<file path="config.mk">
export PLATFORM = sky130hd
export DESIGN_NAME = lin_sync_detector
export DESIGN_NICKNAME = d
export VERILOG_FILES = /design/src/rtl/lin_det_pkg.sv /design/src/rtl/lin_run_qualifier.sv /design/src/rtl/lin_sync_timer.sv /design/src/rtl/lin_sync_detector.sv
export SDC_FILE = /design/constraint.sdc
export NUM_CORES = 1
export LEC_CHECK = 0
export ABC_AREA = 1
export CORE_MARGIN = 2
export CORE_UTILIZATION = 50
export CTS_CLUSTER_DIAMETER = 30
export DETAILED_ROUTE_END_ITERATION = 8
export PLACE_DENSITY = 0.72
export SKIP_LAST_GASP = 1
export SYNTH_ARGS = -nofsm -noshare
export SYNTH_HDL_FRONTEND = slang
export SYNTH_SLANG_ARGS = --single-unit
export TNS_END_PERCENT = 100
</file>
<file path="constraint.sdc">
create_clock -name clk -period 2.37 [get_ports clk]
set_input_delay 0.3555 -clock clk [delete_from_list [all_inputs] [get_ports clk]]
set_output_delay 0.3555 -clock clk [all_outputs]
set_load 0.01 [all_outputs]
</file>
<file path="src/rtl/lin_det_pkg.sv">
package lin_det_pkg;
   typedef enum logic [1:0] {
      ST_HUNT    = 2'd0,
      ST_RELEASE = 2'd1,
      ST_ARMED   = 2'd2,
      ST_MEASURE = 2'd3
   } det_state_t;
endpackage

</file>
<file path="src/rtl/lin_run_qualifier.sv">
module lin_run_qualifier #(
   parameter int WB = 4
) (
   input  logic          clk,
   input  logic          rst_n,
   input  logic          clr_i,
   input  logic          act_i,
   input  logic          tick_i,
   input  logic [WB-1:0] width_i,
   output logic          qual_o
);
   localparam int RW = WB + 1;

   logic [RW-1:0] run_q;
   logic [RW-1:0] lim;

   assign lim    = {1'b0, width_i};
   assign qual_o = act_i && tick_i && (run_q == lim);

   always_ff @(posedge clk or negedge rst_n) begin
      if (!rst_n) begin
         run_q <= '0;
      end else if (clr_i || !act_i) begin
         run_q <= '0;
      end else if (tick_i && (run_q <= lim)) begin
         run_q <= run_q + RW'(1);
      end
   end

   // a non-trivial threshold can only be met after the level was present
   p_qual_needs_level_r2: assert property (@(posedge clk) disable iff (!rst_n)
      (qual_o && (width_i != '0)) |-> $past(act_i));
endmodule

</file>
<file path="src/rtl/lin_sync_timer.sv">
module lin_sync_timer #(
   parameter int CNT_W = 16,
   parameter int EDGES = 5
) (
   input  logic             clk,
   input  logic             rst_n,
   input  logic             start_i,
   input  logic             clr_i,
   input  logic             fall_i,
   output logic [CNT_W-1:0] cnt_o,
   output logic             last_o,
   output logic             full_o
);
   localparam int EW = $clog2(EDGES + 1);
   localparam logic [CNT_W-1:0] CMAX = '1;

   logic [CNT_W-1:0] cnt_q;
   logic [EW-1:0]    edge_q;
   logic             run_q;

   always_ff @(posedge clk or negedge rst_n) begin
      if (!rst_n) begin
         cnt_q  <= '0;
         edge_q <= '0;
         run_q  <= 1'b0;
      end else if (clr_i) begin
         cnt_q  <= '0;
         edge_q <= '0;
         run_q  <= 1'b0;
      end else if (start_i) begin
         cnt_q  <= CNT_W'(1);
         edge_q <= EW'(1);
         run_q  <= 1'b1;
      end else if (run_q) begin
         cnt_q <= cnt_q + CNT_W'(1);
         if (fall_i) edge_q <= edge_q + EW'(1);
      end
   end

   assign cnt_o  = cnt_q;
   assign last_o = run_q && (edge_q == EW'(EDGES - 1));
   assign full_o = run_q && (cnt_q == CMAX);

   // the controller must stop the count before it wraps
   p_no_wrap_r7: assert property (@(posedge clk) disable iff (!rst_n)
      (run_q && !clr_i && !start_i) |=> (cnt_q != '0));
endmodule

</file>
<file path="src/rtl/lin_sync_detector.sv">
module lin_sync_detector #(
   parameter int WB    = 4,
   parameter int CNT_W = 16,
   parameter int EDGES = 5
) (
   input  logic             clk,
   input  logic             rst_n,
   input  logic             en_i,
   input  logic             line_i,
   input  logic             bit_tick_i,
   input  logic [WB-1:0]    brk_width_i,
   input  logic             brk_level_i,
   output logic             brk_pulse_o,
   output logic             baud_pulse_o,
   output logic [CNT_W-1:0] clk_count_o
);
   import lin_det_pkg::*;

   generate
      if (WB < 1) begin : g_bad_wb
         $error("WB must be at least 1");
      end
      if (CNT_W < 4) begin : g_bad_cnt
         $error("CNT_W must be at least 4");
      end
      if (EDGES < 2) begin : g_bad_edges
         $error("EDGES must be at least 2");
      end
   endgenerate

   det_state_t       st_q, st_d;
   logic             line_q;
   logic             act, fall, qual;
   logic             brk_q, brk_d, baud_q, baud_d;
   logic             t_start, t_clr, cap;
   logic             t_last, t_full;
   logic [CNT_W-1:0] t_cnt;
   logic [CNT_W-1:0] count_q;

   assign act  = (line_i == brk_level_i);
   assign fall = line_q && !line_i;

   lin_run_qualifier #(.WB(WB)) u_run (
      .clk     (clk),
      .rst_n   (rst_n),
      .clr_i   (!en_i),
      .act_i   (act),
      .tick_i  (bit_tick_i),
      .width_i (brk_width_i),
      .qual_o  (qual)
   );

   lin_sync_timer #(.CNT_W(CNT_W), .EDGES(EDGES)) u_tmr (
      .clk     (clk),
      .rst_n   (rst_n),
      .start_i (t_start),
      .clr_i   (t_clr),
      .fall_i  (fall),
      .cnt_o   (t_cnt),
      .last_o  (t_last),
      .full_o  (t_full)
   );

   always_comb begin
      st_d    = st_q;
      brk_d   = 1'b0;
      baud_d  = 1'b0;
      t_start = 1'b0;
      t_clr   = 1'b0;
      cap     = 1'b0;
      if (!en_i) begin
         st_d  = ST_HUNT;
         t_clr = 1'b1;
      end else begin
         unique case (st_q)
            ST_HUNT: begin
               t_clr = 1'b1;
               if (qual) begin
                  brk_d = 1'b1;
                  st_d  = ST_RELEASE;
               end
            end
            ST_RELEASE: begin
               t_clr = 1'b1;
               if (!act) st_d = ST_ARMED;
            end
            ST_ARMED: begin
               if (qual) begin
                  brk_d = 1'b1;
                  t_clr = 1'b1;
                  st_d  = ST_RELEASE;
               end else if (fall) begin
                  t_start = 1'b1;
                  st_d    = ST_MEASURE;
               end
            end
            ST_MEASURE: begin
               if (qual) begin
                  brk_d = 1'b1;
                  t_clr = 1'b1;
                  st_d  = ST_RELEASE;
               end else if (fall && t_last) begin
                  baud_d = 1'b1;
                  cap    = 1'b1;
                  t_clr  = 1'b1;
                  st_d   = ST_HUNT;
               end else if (t_full) begin
                  t_clr = 1'b1;
                  st_d  = ST_HUNT;
               end
            end
            default: st_d = ST_HUNT;
         endcase
      end
   end

   always_ff @(posedge clk or negedge rst_n) begin
      if (!rst_n) begin
         st_q    <= ST_HUNT;
         line_q  <= 1'b1;
         brk_q   <= 1'b0;
         baud_q  <= 1'b0;
         count_q <= '0;
      end else begin
         st_q   <= st_d;
         line_q <= line_i;
         brk_q  <= brk_d;
         baud_q <= baud_d;
         if (cap) count_q <= t_cnt;
      end
   end

   assign brk_pulse_o  = brk_q;
   assign baud_pulse_o = baud_q;
   assign clk_count_o  = count_q;

   // a break pulse follows a tick taken at the break level
   p_brk_cause_r1: assert property (@(posedge clk) disable iff (!rst_n)
      brk_pulse_o |-> ($past(bit_tick_i) && ($past(line_i) == $past(brk_level_i))));
   // one pulse per break
   p_brk_once_r4: assert property (@(posedge clk) disable iff (!rst_n)
      brk_pulse_o |=> !brk_pulse_o);
   // a baud pulse only closes an active measurement
   p_baud_from_meas_r5: assert property (@(posedge clk) disable iff (!rst_n)
      baud_pulse_o |-> ($past(st_q) == ST_MEASURE));
   // the count moves only with the baud pulse
   p_count_hold_r6: assert property (@(posedge clk) disable iff (!rst_n)
      !baud_pulse_o |-> $stable(clk_count_o));
   // the two pulses never coincide
   p_pulse_excl_r8: assert property (@(posedge clk) disable iff (!rst_n)
      !(brk_pulse_o && baud_pulse_o));
   // no pulse follows a disabled cycle
   p_quiet_off_r9: assert property (@(posedge clk) disable iff (!rst_n)
      !en_i |=> (!brk_pulse_o && !baud_pulse_o));
endmodule

</file>
==> results.yml, run 1 <==
worst_setup_path:
  crit_required_ns: 2.58
  cp_top_family: "buffers and inverters"
  crit_arrival_ns: 2.08
  worstPathCellList: "clkdlybuf4s50_1 > inv_1 > ha_1 > nand2_1 > nor2_4 > nand3_4 > nand2_1 > inv_2 > nand3_2 > buf_12 > nand2_1 > o21ai_0"
  endpoint_kind: "flop"
  cp.buffers_inverters: 4
  start_kind: "input port"
  critPathMostFrequentCell: "nand2_1"
  r2r_cells: 10
  cpPeakStageDelay_ns: 0.45
  crit_path_max_fanout: 27
  critPathSlowestCell: "clkdlybuf4s50_1"
  worstSetupPathDepth: 12
  critPathKind: "in2reg"
synthesis:
  synth_cells: 315
  avgSynthCellArea_sq_um: 8.21
  yosysTopAreaCell: "dfrtp_1"
  syn_area_sq_um: 2580
  ys_ff_latch: 46
  syn_nets: 333
  yosysUniqueCellTypes: 30
  yosysTopAreaCellShare_pct: 43.6
  synth_seq_area_share_pct: 44.6
  yosys_warnings: 0
  synthTopCellsByArea: "dfrtp_1 (44%), nand2_1 (12%), inv_1 (6.8%), ha_1 (3.9%), nand3_1 (3.3%)"
placement:
  io_buffers: 27
  placed_area_sq_um: 2930
  hpwl_microns: 3510
  routabilityCongestion: 0.777
routing:
  drt_iter0_markers: 80
  vias: 2021
  wl_microns: 4730
  viasPerCell: 4.86
  dr.pass1.iters: 4
  wl_per_cell_microns: 11.4
  drc_errors: 0
  ant_nets: 0
clocking:
  numCtsBuffers: 5
  clkTransAtPathRegs_ns: 0.08
  postCtsSetupRepairBufs: 0
  h-tree-depth: 2
  ctsHoldBuffers: 0
  cts_root_buffer: "clkbuf_8"
  cts_resized: 0
  insertion_delay_ns: 0.30
  cts_max_path_buffers: 2
  cts_tree: "yes"
  clock-sinks: 46
timing:
  tightest_slew_ns: 0.360
  fin_crit_ns: 1.87
  final-hold-violation-count: 0
  rsz0062_at_grt: "false"
  slew_headroom_pct: 76.0
  max_freq_ghz: 0.535
  slew_viol_final: 0
  fin_crit_sh_pct: 78.9
  setup_tns_ns: 0
  setup_viol: 0
  fin_worst_skew_ns: 0.00581
hold_path:
  min_path_type: "in2async"
floorplanning:
  io-pin-count: 28
  dieHeight_microns: 75.9
  die_w_microns: 75.9
  core_area_sq_um: 5040
  start_util_pct: 51.3
  rows: 26
  die_area_sq_um: 5760
global_routing:
  antenna_found_initial: 0
  grt_pass1_wl_microns: 8490
  grt_pass1_vias: 1921
  grt_max_degree: 47
  gr-usage-all-layers_pct: 18.0
  grt-ovfl-total: 0
power:
  power_leakage_nw: 1.42
  p_per_area_nw_per_um2: 502
  ir_worst_vdd_mv: 0.244
job:
  maxCapViolCount: 0
outcome:
  status: "finished, final reports clean"
layout:
  area_growth_pct: 16.4
  final_cell_area_sq_um: 3010
  layout-drive-gt1-share_pct: 14.5
  nets: 365
  antenna_cells: 0
-- per-stage QoR --
step	power, mW	hold WS, ns	cells	worst slack, ns	utilization [%]
2_1_floorplan	0.998	0.0599	315	0.740	-
3_3_place_gp	1.05	0.356	410	0.244	58.0
3_5_place_dp	1.06	0.356	410	0.170	58.0
4_1_cts	1.52	0.0384	416	0.479	59.7
5_1_grt	1.59	0.0412	416	0.322	59.7
6_report	1.51	0.0300	416	0.501	59.7
-- routing by layer --
metal  track usage [%]  routed length (microns)  vias to the layer above
met5                 0                        0                        -
met4              6.00                       68                        0
met3              3.69                      159                        5
met2              30.5                     2270                       35
met1              23.1                     2230                      934
li1                  -                        -                     1047
-- cell families (layout without fill, tap and decap cells) --
| group | after synthesis | count (layout) | synth area share, % |
|---|---|---|---|
| xor+xnor | 9 | 9 | 3.05 |
| fa+ha+maj | 8 | 8 | 3.87 |
| flops | 46 | 46 | 44.6 |
| simple gates | 168 | 168 | 32.5 |
| buf+inv | 57 | 88 | 9.83 |
| compound gates | 27 | 27 | 6.20 |
-- area by class of cell --
| type | instances | area (sq um) |
|---|---|---|
| fill | 492 | 2030 |
| multi-input combinational | 212 | 1180 |
| sequential | 46 | 1150 |
| timing repair buffer | 30 | 313 |
| inverter | 52 | 195 |
| tap | 70 | 87.6 |
| clock buffer | 6 | 82.6 |
-- cell usage after synthesis (all sizes together) --
library cell and count:
nand2 93, inv 52, dfrtp 45, nor2 35, nand3 24, o21ai 20
ha 8, nor3 8, xor2 8, a21oi 6, nand4 6, buf 5
and3 1, dfstp 1, nor4 1, o21bai 1, xnor2 1
-- layout by cell type (no fill, tap or decap), types with 2 or more instances in the layout --
cell,count
clkdlybuf4s50_1,26
o21ai_0,14
xor2_1,8
clkbuf_8,6
dfrtp_1,45
nand2_4,2
nor3_1,7
nor2_4,4
nand3_2,5
nand3_4,2
nand2_1,85
inv_2,5
buf_12,2
nor2_2,11
nor2_1,20
nand3_1,17
nand4_1,5
a21oi_1,5
ha_1,8
inv_1,47
nand2_2,6
o21ai_1,6
-- final timing paths --
kind / startpoint / endpoint / slack [ns]
worst max-delay path: brk_width_i[2] / clk_count_o[13] / 0.50
worst min-delay path: rst_n / clk_count_o[8] / 0.03
worst max register to register: u_run.run_q[2] / clk_count_o[13] / 0.60
worst min register to register: clk_count_o[2] / clk_count_o[2] / 0.49
max in group asynchronous: rst_n / line_q / 2.08
min in group clk: clk_count_o[2] / clk_count_o[2] / 0.49
-- registers in the layout, summed over array words and instances (netlist names) --
| name | flops |
|---|---|
| st_q | 2 |
| u_tmr.run_q | 1 |
| baud_pulse_o | 1 |
| line_q | 1 |
| clk_count_o | 16 |
| u_tmr.cnt_o | 16 |
| u_run.run_q | 5 |
| u_tmr.edge_q | 3 |
| brk_pulse_o | 1 |
-- power by group --
part,total [mW],internal [mW],switching (mW)
Sequential,0.828,0.801,0.0272
Clock,0.472,0.225,0.246
Combinational,0.211,0.0713,0.140
Total,1.51,1.10,0.413
Note: power is estimated with default switching activity, not from simulation.
==> inputs of run 2 (changes only) <==
- clock period: 2.37 -> 1.8 ns (I/O delays scaled with it)
==> run 2 against run 1 <==
Compared with the run above: clock skew fell by 0.0028 ns; non-clock buffer count increased by 17; sequential cell count is the same; combinational power rose by 54%; final cell count rose by 4.3%; sequential share of layout area shrank 2.5 points; hold slack better by 0.019 ns; clock-buffer cell count decreased by 1; via count rose by 3.0%; critical path depth is 4 lower; sequential power rose by 32%; critical endpoint is now u_tmr.cnt_o[3]; largest cell class unchanged; largest power group unchanged; highest routed layer unchanged.
==> results.yml, run 2 (synthesis gave the netlist of run 1 again) <==
timing:
  hold_slack_ns: 0.0486
  fin_crit_ns: 1.68
  max_freq_ghz: 0.596
  setup_viol: 0
  slew_viol_final: 0
  fin_crit_sh_pct: 93.3
  final-hold-violation-count: 0
  fin_worst_skew_ns: 0.00299
  slew_headroom_pct: 62.0
  tightest_slew_ns: 0.569
worst_setup_path:
  ff2ff_setup_slack_ns: 0.12
  cp_top_family: "simple AND/OR/NAND/NOR gates"
  crit_path_max_fanout: 14
  critPathKind: "reg2reg"
  critPathMostFrequentCell: "nand3_4"
  crit_required_ns: 2.02
  endpoint_kind: "flop"
  worstPathCellList: "ha_4 > nand2_4 > nor2_4 > nand3_4 > nand3_4 > buf_4 > nand2_8 > nor3_1"
  r2r_start: "u_run.run_q[1]"
  r2r_cells: 8
  start_kind: "flop"
  crit_arrival_ns: 1.90
  cpPeakStageDelay_ns: 0.43
  reg2reg_to: "u_tmr.cnt_o[3]"
  cp.buffers_inverters: 1
  critPathSlowestCell: "dfrtp_2"
layout:
  multi_input_area_sq_um: 1270
  antenna_cells: 0
  seqCellArea_sq_um: 1150
  fill_cells: 451
  area_growth_pct: 24.7
  nets: 382
  fin_util_pct: 63.9
  final_cell_mix: "nand2_1 (81), dfrtp_1 (44), inv_1 (42)"
  mostFrequentLayoutCell: "nand2_1"
  layout-drive-gt1-share_pct: 22.5
  final_cell_area_sq_um: 3220
  layout.cells.non_filler: 434
placement:
  hpwl_microns: 3720
  dp_cells: 425
  routabilityCongestion: 0.821
  placed_area_sq_um: 3030
  io_buffers: 27
power:
  combinationalPowerShare_pct: 16.1
  p_per_area_nw_per_um2: 625
  switchingPower_uw: 584
  power_leakage_nw: 1.53
  ir_worst_vdd_mv: 0.299
  p_int_mw: 1.43
  power_frac_seq_pct: 54.2
  finalPower_mw: 2.02
  clkPwrFrac_pct: 29.8
  switching_share_pct: 28.9
outcome:
  status: "finished, final reports clean"
clocking:
  numCtsBuffers: 5
  clock-sinks: 46
  cts_root_buffer: "clkbuf_8"
  cts_max_path_buffers: 2
  cts_tree: "yes"
  h-tree-depth: 2
  clkTransAtPathRegs_ns: 0.08
  insertion_delay_ns: 0.30
routing:
  drc_errors: 0
  vias: 2081
  viasPerCell: 4.79
  drt_iter0_markers: 68
  ant_nets: 0
  wl_per_cell_microns: 11.6
  dr.pass1.iters: 4
  wl_microns: 5010
global_routing:
  grt_pass1_wl_microns: 8760
  grt_max_degree: 47
  antenna_found_initial: 0
  grt_pass1_vias: 2042
  grt-ovfl-total: 0
  gr-usage-all-layers_pct: 18.6
floorplanning:
  start_util_pct: 51.3
  die_area_sq_um: 5760
  dieHeight_microns: 75.9
  die_w_microns: 75.9
  core_area_sq_um: 5040
  io-pin-count: 28
  rows: 26
job:
  maxCapViolCount: 0
hold_path:
  min_path_type: "in2async"
## run 2: changes by cell type in the layout (fill, tap and decap cells not counted), sizes merged
cell / before / now
clkbuf: 6 / 5
clkinv: 0 / 2
clkdlybuf4s50: 26 / 23
dlymetal6s2s: 0 / 3
buf: 4 / 21
## run 2: routing by layer
| metal | up-vias | track usage, % | wire, microns |
|---|---|---|---|
| met5 | - | 0 | 0 |
| met4 | 0 | 6.00 | 74 |
| met3 | 7 | 3.21 | 146 |
| met2 | 28 | 32.9 | 2520 |
| met1 | 970 | 23.3 | 2270 |
| li1 | 1076 | - | - |
## run 2: power by group through the flow
stage | clock network, mW | logic, mW | registers (mW)
floorplan | 0 | 0.212 | 1.10
global placement | 0 | 0.285 | 1.11
detailed placement | 0 | 0.294 | 1.11
CTS | 0.614 | 0.300 | 1.09
global route | 0.660 | 0.364 | 1.10
finish | 0.600 | 0.324 | 1.09
## run 2: stage by stage
stage | setup TNS (ns) | worst slack (ns)
after floorplan | 0 | 0.170
after global placement | -8.01 | -0.249
after detailed placement | -10.77 | -0.319
after CTS | 0 | 0.00758
after global routing | -0.0214 | -0.00910
final | 0 | 0.121
## run 2: worst max-delay path by stage
stage | slack (ns) | from | depth (start not counted) | to
2_1_floorplan | 0.17 | u_run.run_q[3] | 10 | clk_count_o[8]
6_report | 0.12 | u_run.run_q[1] | 8 | u_tmr.cnt_o[3]
3_5_place_dp | -0.32 | brk_width_i[3] | 10 | u_tmr.cnt_o[3]
4_1_cts | 0.008 | brk_width_i[3] | 10 | u_tmr.cnt_o[3]
5_1_grt | -0.009 | u_run.run_q[0] | 9 | u_tmr.cnt_o[2]
3_3_place_gp | -0.25 | brk_width_i[2] | 12 | clk_count_o[12]
## run 2: timing repair
| action | 4_1_cts | 5_1_grt |
|---|---|---|
| hold buffers | 0 | 0 |
| buffers inserted | 0 | 3 |
| gates resized for setup | 1 | 23 |
| setup endpoints to repair | 1 | 35 |
| pin swaps | 0 | 10 |
| cloned | 0 | 0 |
## run 2: final cells by class
cell class | count | share of cell area, %
Clock inverter | 2 | 0.310
Multi-Input combinational cell | 212 | 39.4
Inverter | 52 | 6.05
Tap cell | 70 | 2.72
Clock buffer | 5 | 2.13
Sequential cell | 46 | 35.8
Timing Repair Buffer | 47 | 13.6
## run 2: worst reg2reg max path, cell delays in order, from the launching register on
cell	delay (ns)
dfrtp_2	0.43
ha_4	0.28
nand2_4	0.05
nor2_4	0.14
nand3_4	0.14
nand3_4	0.12
buf_4	0.15
nand2_8	0.11
nor3_1	0.17
==> inputs of run 3 (changes only) <==
- CORE_MARGIN: 2 -> 5
==> run 3 against run 2 <==
Compared with the run above: clock power up 25%; sequential cell count stayed put; final cell count is 1.8% higher; total power grew 8.6%; maximum frequency is 4.2% lower; clock-buffer cell count is the same; hold slack gained 0.0061 ns; sequential power about the same; cell area rose by 0.93%; routed wire length is 3.8% higher; critical endpoint is now u_tmr.cnt_o[14].
==> results.yml, run 3 (synthesis gave the netlist of run 1 again) <==
clocking:
  h-tree-depth: 2
  cts_tree: "yes"
  insertion_delay_ns: 0.30
  numCtsBuffers: 5
  clkTransAtPathRegs_ns: 0.08
  cts_root_buffer: "clkbuf_8"
  cts_max_path_buffers: 2
  ctsHoldBuffers: 0
  clock-sinks: 46
routing:
  wl_microns: 5210
  dr.pass1.iters: 6
  wl_per_cell_microns: 11.8
  drc_errors: 0
  viasPerCell: 4.86
  vias: 2148
  drt_iter0_markers: 63
  ant_nets: 0
timing:
  fin_crit_sh_pct: 97.4
  setup_viol: 0
  fin_worst_skew_ns: 0.00574
  fin_crit_ns: 1.75
  slew_headroom_pct: 60.7
  max_freq_ghz: 0.570
  slew_viol_final: 0
  setup_tns_ns: 0
  final-hold-violation-count: 0
  tightest_slew_ns: 0.589
  rsz0062_at_grt: "true"
power:
  ir_worst_vdd_mv: 0.374
  finalPower_mw: 2.19
  power_leakage_nw: 1.55
  p_per_area_nw_per_um2: 673
layout:
  final_cell_area_sq_um: 3250
  seqCellArea_sq_um: 1150
  mostFrequentLayoutCell: "nand2_1"
  fill_cells: 475
  antenna_cells: 0
  nets: 389
  final_cell_mix: "nand2_1 (80), inv_1 (45), dfrtp_1 (45)"
  layout.cells.non_filler: 442
  multi_input_area_sq_um: 1220
  layout-drive-gt1-share_pct: 22.6
  area_growth_pct: 25.9
floorplanning:
  die_w_microns: 81.9
  core_area_sq_um: 5070
  io-pin-count: 28
  start_util_pct: 50.9
  rows: 26
  die_area_sq_um: 6710
  dieHeight_microns: 81.9
global_routing:
  gr-usage-all-layers_pct: 17.0
  grt_max_degree: 47
  grt_pass1_wl_microns: 8770
  antenna_found_initial: 0
  grt-ovfl-total: 0
  grt_pass1_vias: 2031
worst_setup_path:
  endpoint_kind: "flop"
  critPathKind: "in2reg"
  start_kind: "input port"
  crit_arrival_ns: 1.99
  crit_path_max_fanout: 7
  crit_required_ns: 2.04
placement:
  placed_area_sq_um: 3030
  hpwl_microns: 3820
  io_buffers: 27
  dp_cells: 427
  routabilityCongestion: 0.819
hold_path:
  min_path_type: "in2async"
outcome:
  status: "finished, final reports clean"
job:
  maxCapViolCount: 0
-- run 3: timing repair --
action | CTS | global route
resized for setup | 0 | 14
buffers inserted | 0 | 6
endpoints found under the setup margin | 0 | 26
-- run 3: final cells by class --
| cell class | instances | share of cell area (%) |
|---|---|---|
| Sequential cell | 46 | 35.4 |
| Timing Repair Buffer | 53 | 14.9 |
| Multi-Input combinational cell | 213 | 37.6 |
| Clock inverter | 3 | 1.23 |
| Tap cell | 70 | 2.69 |
| Inverter | 52 | 6.07 |
| Clock buffer | 5 | 2.11 |
-- run 3: layer usage --
metal | vias to the layer above | global-route usage (%) | share of wire (%)
met5 | - | 0 | 0
met4 | 0 | 6.64 | 1.6
met3 | 10 | 3.73 | 3.7
met2 | 34 | 30.0 | 50
met1 | 1007 | 19.8 | 45
li1 | 1097 | - | -
-- run 3: path summary, 6_finish.rpt --
path                                   endpoint  slack [ns]           start  depth (start not counted)
worst max-delay path            u_tmr.cnt_o[14]        0.05  brk_width_i[3]                         11
worst min-delay path             u_tmr.cnt_o[8]        0.05           rst_n                          2
worst max register to register          st_q[1]        0.11  u_run.run_q[1]                          9
worst min register to register   clk_count_o[0]        0.48  clk_count_o[0]                          2
max in group asynchronous        u_tmr.cnt_o[0]        1.35           rst_n                          2
min in group clk                         line_q        0.44          line_i                          1
-- run 3: critical path: stages --
cell             delay (ns)
clkdlybuf4s50_1        0.47
inv_1                  0.05
ha_1                   0.30
nand2_2                0.09
nor2_4                 0.05
nand3_4                0.11
nand3_2                0.11
a21oi_4                0.17
buf_12                 0.14
nand2_4                0.12
nor2_4                 0.11
-- run 3: power breakdown --
| group | internal (mW) | switching, mW |
|---|---|---|
| Sequential | 1.05 | 0.0376 |
| Clock | 0.409 | 0.344 |
| Combinational | 0.134 | 0.211 |
-- run 3: metrics by stage --
stage / worst slack, ns / utilization, % / hold slack [ns]
after floorplan: 0.170 / - / -0.0256
after global placement: -0.277 / 59.7 / 0.394
after detailed placement: -0.317 / 59.7 / 0.395
after CTS: 0.00690 / 61.8 / 0.0654
after global routing: -0.0224 / 64.1 / 0.0997
final: 0.0470 / 64.1 / 0.0547
